`src/rtl/ptr_load_pkg.sv`:
```
package ptr_load_pkg;
    localparam int PTR_W = 32;
    localparam int NREG  = 4;
    localparam int SEL_W = $clog2(NREG);
    localparam int CNT_W = 5;
    localparam int NBYTE = PTR_W / 8;

    typedef enum logic [1:0] {ST_IDLE, ST_READ, ST_PAD} seq_st_e;

    typedef struct packed {
        seq_st_e                    st;
        logic [CNT_W-1:0]           cnt;
        logic [CNT_W-1:0]           budget;
        logic [PTR_W-1:0]           ea;
        logic [2:0]                 off;
        logic [NBYTE-1:0][7:0]      acc;
        logic [SEL_W-1:0]           dst;
        logic                       logical;
        logic                       wide;
        logic                       done;
        logic                       illegal;
    } seq_state_t;
endpackage

```
`src/rtl/ptr_regfile.sv`:
```
module ptr_regfile
    import ptr_load_pkg::*;
(
    input  logic             clk,
    input  logic             rst_n,
    input  logic             seq_we,
    input  logic [SEL_W-1:0] seq_sel,
    input  logic [PTR_W-1:0] seq_data,
    input  logic             host_we,
    input  logic [SEL_W-1:0] host_sel,
    input  logic [PTR_W-1:0] host_data,
    input  logic [SEL_W-1:0] ra_sel,
    output logic [PTR_W-1:0] ra_data,
    input  logic [SEL_W-1:0] rb_sel,
    output logic [PTR_W-1:0] rb_data
);
    logic [NREG-1:0][PTR_W-1:0] regs_d, regs_q;

    always_comb begin
        regs_d = regs_q;
        for (int i = 0; i < NREG; i++) begin
            if (seq_we && seq_sel == SEL_W'(i)) begin
                regs_d[i] = seq_data;
            end else if (host_we && host_sel == SEL_W'(i)) begin
                regs_d[i] = host_data;
            end
        end
    end

    always_ff @(posedge clk) begin
        if (!rst_n) regs_q <= '0;
        else        regs_q <= regs_d;
    end

    assign ra_data = regs_q[ra_sel];
    assign rb_data = regs_q[rb_sel];
endmodule

```
`src/rtl/ptr_decode.sv`:
```
module ptr_decode
    import ptr_load_pkg::*;
#(
    parameter logic [7:0] PREFIX_CODE = 8'h6D,
    parameter int         PHYS_LO_W   = 20,
    parameter int         PHYS_HI_W   = 24
) (
    input  logic [7:0]       prefix,
    input  logic [7:0]       opcode,
    input  logic [7:0]       disp,
    input  logic [PTR_W-1:0] base_val,
    input  logic             phys24,
    output logic             legal,
    output logic [SEL_W-1:0] dst_sel,
    output logic [SEL_W-1:0] base_sel,
    output logic [PTR_W-1:0] ea,
    output logic             logical,
    output logic [PTR_W-1:0] phys_mask
);
    localparam int              HALF    = PTR_W / 2;
    localparam logic [PTR_W-1:0] MASK_LO = PTR_W'((64'd1 << PHYS_LO_W) - 64'd1);
    localparam logic [PTR_W-1:0] MASK_HI = PTR_W'((64'd1 << PHYS_HI_W) - 64'd1);

    assign legal     = (prefix == PREFIX_CODE) && (opcode[3:0] == 4'h8);
    assign dst_sel   = opcode[7:6];
    assign base_sel  = opcode[5:4];
    assign ea        = base_val + {{(PTR_W-8){disp[7]}}, disp};
    assign logical   = &base_val[PTR_W-1:HALF];
    assign phys_mask = phys24 ? MASK_HI : MASK_LO;
endmodule

```
`src/rtl/ptr_load_seq.sv`:
```
module ptr_load_seq
    import ptr_load_pkg::*;
#(
    parameter logic [7:0] PREFIX_CODE = 8'h6D,
    parameter int         PHYS_LO_W   = 20,
    parameter int         PHYS_HI_W   = 24,
    parameter int         CYC_LEGACY  = 15,
    parameter int         CYC_ENH8    = 16,
    parameter int         CYC_ODD16   = 15,
    parameter int         CYC_EVEN16  = 14
) (
    input  logic        clk,
    input  logic        rst_n,
    input  logic        start,
    input  logic [7:0]  prefix,
    input  logic [7:0]  opcode,
    input  logic [7:0]  disp,
    input  logic        mode_enh,
    input  logic        bus16,
    input  logic        phys24,
    output logic        mem_req,
    output logic [31:0] mem_addr,
    output logic        mem_logical,
    output logic        mem_wide,
    input  logic        mem_ack,
    input  logic [15:0] mem_rdata,
    output logic        busy,
    output logic        done,
    output logic        illegal,
    input  logic        host_we,
    input  logic [1:0]  host_sel,
    input  logic [31:0] host_wdata,
    input  logic [1:0]  host_rsel,
    output logic [31:0] host_rdata
);
    localparam logic [CNT_W-1:0] CNT_MAX = '1;

    seq_state_t       q, d;
    logic             legal, logical, seq_we, piece_wide;
    logic [SEL_W-1:0] dst_sel, base_sel;
    logic [PTR_W-1:0] ea, base_val, phys_mask, piece_addr;

    ptr_regfile u_rf (
        .clk      (clk),
        .rst_n    (rst_n),
        .seq_we   (seq_we),
        .seq_sel  (q.dst),
        .seq_data (d.acc),
        .host_we  (host_we),
        .host_sel (host_sel),
        .host_data(host_wdata),
        .ra_sel   (base_sel),
        .ra_data  (base_val),
        .rb_sel   (host_rsel),
        .rb_data  (host_rdata)
    );

    ptr_decode #(
        .PREFIX_CODE(PREFIX_CODE),
        .PHYS_LO_W  (PHYS_LO_W),
        .PHYS_HI_W  (PHYS_HI_W)
    ) u_dec (
        .prefix   (prefix),
        .opcode   (opcode),
        .disp     (disp),
        .base_val (base_val),
        .phys24   (phys24),
        .legal    (legal),
        .dst_sel  (dst_sel),
        .base_sel (base_sel),
        .ea       (ea),
        .logical  (logical),
        .phys_mask(phys_mask)
    );

    // Current beat: a wide beat needs an even address and two bytes still owed.
    assign piece_addr = q.ea + PTR_W'(q.off);
    assign piece_wide = q.wide && !piece_addr[0] && (q.off <= 3'd2);

    always_comb begin
        d         = q;
        d.done    = 1'b0;
        d.illegal = 1'b0;
        seq_we    = 1'b0;
        if (q.st != ST_IDLE && q.cnt != CNT_MAX) d.cnt = q.cnt + 1'b1;
        unique case (q.st)
            ST_IDLE: begin
                if (start) begin
                    if (legal) begin
                        d.st      = ST_READ;
                        d.cnt     = CNT_W'(1);
                        d.ea      = ea;
                        d.off     = 3'd0;
                        d.acc     = '0;
                        d.dst     = dst_sel;
                        d.logical = logical;
                        d.wide    = mode_enh && bus16;
                        if (!mode_enh)  d.budget = CNT_W'(CYC_LEGACY);
                        else if (!bus16) d.budget = CNT_W'(CYC_ENH8);
                        else if (ea[0]) d.budget = CNT_W'(CYC_ODD16);
                        else            d.budget = CNT_W'(CYC_EVEN16);
                    end else begin
                        d.illegal = 1'b1;
                    end
                end
            end
            ST_READ: begin
                if (mem_ack) begin
                    d.acc[q.off[1:0]] = mem_rdata[7:0];
                    if (piece_wide) d.acc[q.off[1:0] + 2'd1] = mem_rdata[15:8];
                    d.off = q.off + (piece_wide ? 3'd2 : 3'd1);
                    if (d.off == 3'd4) begin
                        if (q.cnt >= q.budget) begin
                            d.st   = ST_IDLE;
                            d.done = 1'b1;
                            seq_we = 1'b1;
                        end else begin
                            d.st = ST_PAD;
                        end
                    end
                end
            end
            ST_PAD: begin
                if (q.cnt >= q.budget) begin
                    d.st   = ST_IDLE;
                    d.done = 1'b1;
                    seq_we = 1'b1;
                end
            end
            default: d.st = ST_IDLE;
        endcase
    end

    always_ff @(posedge clk) begin
        if (!rst_n) begin
            q    <= '0;
            q.st <= ST_IDLE;
        end else begin
            q <= d;
        end
    end

    assign busy        = (q.st != ST_IDLE);
    assign mem_req     = (q.st == ST_READ);
    assign mem_addr    = q.logical ? piece_addr : (piece_addr & phys_mask);
    assign mem_logical = mem_req && q.logical;
    assign mem_wide    = mem_req && piece_wide;
    assign done        = q.done;
    assign illegal     = q.illegal;
endmodule

```
`config.mk`:
```
export PLATFORM = sky130hd
export DESIGN_NAME = ptr_load_seq
export DESIGN_NICKNAME = d
export VERILOG_FILES = /design/src/rtl/ptr_load_pkg.sv /design/src/rtl/ptr_regfile.sv /design/src/rtl/ptr_decode.sv /design/src/rtl/ptr_load_seq.sv
export SDC_FILE = /design/constraint.sdc
export NUM_CORES = 1
export LEC_CHECK = 0
export CELL_PAD_IN_SITES_DETAIL_PLACEMENT = 0
export CELL_PAD_IN_SITES_GLOBAL_PLACEMENT = 2
export CORE_UTILIZATION = 37
export CTS_CLUSTER_SIZE = 12
export DETAILED_ROUTE_END_ITERATION = 10
export DONT_BUFFER_PORTS = 1
export HOLD_SLACK_MARGIN = 0.1
export PLACE_DENSITY = 0.89
export SLEW_MARGIN = 20
export SYNTH_ARGS = -nofsm -noshare
export SYNTH_HDL_FRONTEND = slang
export SYNTH_SLANG_ARGS = --single-unit
```
`constraint.sdc`:
```
create_clock -name clk -period 4.7 [get_ports clk]
set_clock_uncertainty 0.2 [all_clocks]
set_input_delay 0.705 -clock clk [delete_from_list [all_inputs] [get_ports clk]]
set_output_delay 0.705 -clock clk [all_outputs]
set_load 0.1 [all_outputs]
```
* Word level (Yosys, flattened, before mapping)
Cells that the tools add are included. W data, S select, Z words.
Word-level totals: input bits 84, logic and storage cells 122, register bits 213, output and inout port bits 70
Cells by class: $lt $le $gt $ge 8, muxes and demuxes 41, bitwise logic cells 1, add/sub/neg operators 5, eq/ne operators 17, reductions and logical operators 32
Operators with widths (number):
- $mux W32 | 12
- $mux W83 | 2
- $bmux W32 S2 | 2
- $pmux W35 S2 | 1
- $bwmux W32 | 2
- $mux W42 | 1
- $mux W35 | 1
- $add A32 B3 Y32 | 1
- $add A32 B32 Y32 | 1
- $and A32 B32 Y32 | 1
- $demux W8 S2 | 2
- $mux W24 | 1
- $logic_and A1 B1 Y1 | 17
- $mux W8 | 2
- $reduce_and A16 Y1 | 1
- $mux W5 | 3
- $lt A2 B3 Y1 const B | 4
- $reduce_bool A2 Y1 | 6
- $eq A2 B2 Y1 const B | 5
- $mux W2 | 5
- $eq A8 B7 Y1 const B | 1
- $eq A2 B1 Y1 const B | 3
- $logic_not A2 Y1 | 3
- $ne A2 B2 Y1 const B | 3
- 17 further kinds | 24

* Depth between registers and ports, before layout
depth after elaboration 12, mapped depth 16, gate-level depth less buffers 13

* Hierarchy
Synthesis repeated with hierarchy kept, for this count alone.
Unflattened totals: cells, all modules 1686, area, all modules 13406.6 sq um
Modules (own cells, without submodules):
- ptr_regfile | sequential area each 2562.5 sq um, instances 1, cells each 799, area an instance 6876.6 sq um
- ptr_load_seq | sequential area each 1661.6 sq um, instances 1, cells each 619, area an instance 4584.4 sq um
- ptr_decode | sequential area each 0.0 sq um, instances 1, cells each 268, area an instance 1945.6 sq um

* Worst setup path before layout
Ideal clock, no wire load.
path type reg2out, start point reg q[39] (netlist bit), end point out mem_addr[30], stages on the path, launching flop included 12, data required time 3.795 ns, path buffers 1, arrival time 4.480 ns, setup slack -0.685 ns, cell sequence dfxtp_1 > buf_4 > inv_1 > fa_1 > nor2b_1 > o21bai_1 > nor2_1 > nand4_1 > nor2_1 > nand4_1 > or3_1 > a21boi_0
Between the ends: word-level cells in the longest chain between the ends 3
RTL lines:
- start, declared | line ptr_load_seq.sv:38 | seq_state_t q, d;
- $add A32 B3 Y32 (*) | line ptr_load_seq.sv:77 | assign piece_addr = q.ea + PTR_W'(q.off);
- $and A32 B32 Y32 | line ptr_load_seq.sv:145 | assign mem_addr = q.logical ? piece_addr : (piece_addr & phys_mask);
- $mux W32 (*) | line ptr_load_seq.sv:145
- end, declared | line ptr_load_seq.sv:22 | output logic [31:0] mem_addr,
Mark *: on every way between the ends. The rest lies on a longest branch, timed or not.

* Final worst setup path
Ends and elaborated chain as after synthesis.

==> impl_results.md <==
- Number of global-route vias before repair: 10400
- Cell variety after synth: 60
- Wire length per cell: roughly 22 um
- Synthesized area per cell: just over 9 um^2
- DR DRC count: 22
- Pwr Total: ~4400 uW
- Most frequently used flop master after synthesis: dfxtp_1
- Share of cells above drive strength 1: about 22%
- Critical path required time: approximately 3.8 ns
- Tcrit/Tclk final: 93.5%
- CTS tree: yes
- Mapped Cells: between 1000 and 1500
- Fmax: between 0.2 and 0.25 GHz
- Fin. max-slew vios: 0
- Final hold viol count: 0
- P_leak: around 0.0058 uW
- Post-Route Setup TNS: 0 ns
- RSZ-0062 raised after global routing: no
- Yosys top cell area share: 31.4%
- Asr flop ratio synth: 0%
- Peak supply drop: 0.258 mV
- Max_slew headroom: around a quarter
- Antenna violations before repair: 0
- Hold crit path type: primary input to register
- Crit Path Max Fanout: 9
- Height of the die: just under 200 um
- Total grt overflow: 0
- Clock transition at path regs: approximately 0.060 ns
- Register-to-Register Setup Slack: a little under 0.9 ns
- Most frequent cells in the layout: dfxtp_1 (210), nor2_1 (188), nand2_1 (105), a211oi_1 (85), a21oi_1 (82)
- Max layer used: met4
- Most common cell after layout, fill and taps aside: dfxtp_1
- Core box area: about 36000 um^2
- Vias post-DR: between 10000 and 15000
- ANT cells: 0
- M1 WL: between 15000 and 20000 um
- Core Rows: 69
- Startpoint type of the worst setup path: register
- Pre-CTS setup slack: ~0.57 ns
- Clock sinks: 211
- Vias per cell: between 5 and 6
- Slew @ Worst Pin: about 1.1 ns
- Longest Clk Path Bufs: 3
- Area growth from synthesis to layout: 12.2%
- Post-Layout Cell Count: 1905
- Violated checks: design-rule violations
- Largest net degree at the start of global routing: between 100 and 150
- Num CTS Buffers: 25
- Worst skew pair latency: roughly 0.54 ns
- DR iter-0 viols: 748
- First-pass DRT Iterations: 8
- # nets final: 1558
- Max Cap Viol: 0
- Effective utilization at floorplan: 37.8%
- Global-route wire length before repair: approximately 62000 um
- Power per cell area: 294 nW/um^2
- Status: complete, but fails checks
- Number of synthesized flops with an enable pin: 0
- Yosys warns: 0
- Post-synth top area cell: dfxtp_1
- Crit path time final: between 4 and 5 ns
- Die area: between 30000 and 40000 um^2
- Routed Wire Length: 41200 um
- Synth Register Bits: around 210
- Synth Net Count: 1578
- H-tree Lvls: 1
- Worst Setup Path Type: register to output port
- ANT nets after route: 0
- Placed instance count: 1854
- Sequential fraction of the synthesis area: around a third
- GPL Wtd Cong: 0.854
- Cell Area, Synth: 13500 um^2
- Root Driver: clkbuf_16
- I/O pin total: 154
- Die X: 193 um
- Synth area leaders: dfxtp_1 (31%), mux4_2 (11%), a211oi_2 (5.9%)
- Element type at the critical path end: output port
- Met2 WL: between 15000 and 20000 um
- Post-DP HPWL: between 20000 and 30000 um
- Final WS setup: between 0.3 and 0.4 ns
- Number of fill cells in the layout: approximately 3500
- Critical Path AT: between 3 and 4 ns
- Met3 routed WL: about 3000 um
- PortBufs: 0
- Finish-stage setup viols: 0
- GRT Total Usage: between 20 and 25%
## final timing paths
path / start / to / cells after the start
worst min-delay path: bus16 / q[73] / 2
worst min register to register: q[77] / q[77] / 2
worst max register to register: q[38] / u_rf.regs_q[83] / 14
worst max-delay path: q[39] / mem_addr[30] / 11
## cells in the mapped netlist, drive strengths merged (31+ instances only)
cell / n
xnor2: 32
buf: 37
nand2: 105
clkbuf: 68
nor2: 196
mux2i: 72
mux2: 48
inv: 31
a21oi: 83
ha: 46
mux4: 64
a211oi: 149
o21ai: 47
dfxtp: 211
## per-stage QoR
stage / utilization, % / hold WS, ns / cell area [um^2]
finish: 42.4 / 0.133 / 15100
global route: 42.4 / 0.140 / 15100
CTS: 42.3 / 0.113 / 15100
detailed placement: 39.7 / 0.256 / 14200
global placement: 39.7 / 0.247 / 14200
floorplan: - / 0.236 / 13500
## repair_timing
action	in CTS	in global routing
resized for setup	1	2
hold buffers	5	0
setup buffers	0	1
endpoints found under the hold margin	20	0
pin swaps	0	1
endpoints found under the setup margin	1	3
## worst max-delay path, cell delays in order, from the launching register on
cell and delay [ns]:
dfxtp_2 0.42, inv_1 0.14, fa_1 0.51, nor2b_1 0.17, o21bai_1 0.14, nor2_2 0.20
nand4_1 0.19, nor2_2 0.21, nand4_1 0.17, or3_1 0.40, a21boi_2 0.19, buf_12 0.19
## power breakdown
group          switching, uW  internal, uW  total [uW]
Clock                    799          1290        2090
Sequential              28.7          1830        1860
Combinational            302           198         499
## layout make-up
type / count / area, um^2 / area share, %
clock buffer: 34 / 719 / 4.76
clock inverter: 11 / 164 / 1.08
inverter: 31 / 121 / 0.803
multi-input combinational: 1099 / 8800 / 58.3
sequential: 211 / 4230 / 28.0
tap: 461 / 577 / 3.82
timing repair buffer: 58 / 498 / 3.30
## kinds of logic after synthesis
family                   Yosys count  share of synthesized area (%)
flip-flops                       211                           31.4
AND/OR/NAND/NOR                  453                           15.6
AO/OA/AOI/OAI                    359                           20.1
adder cells (fa/ha/maj)           48                           4.57
multiplexers                     184                           20.1
XOR/XNOR                          55                           3.58
buffers and inverters            136                           4.72
## state kept, by name (all words and copies together) (netlist names)
name,flops
u_rf.regs_q,128
q,81
done,1
illegal,1
## layer usage
layer | vias up | GRT usage (%)
met5 | - | 0
met4 | 0 | 9.12
met3 | 79 | 4.51
met2 | 341 | 34.3
met1 | 5249 | 29.5
li1 | 5286 | -
(Power assumes the default switching activity.)
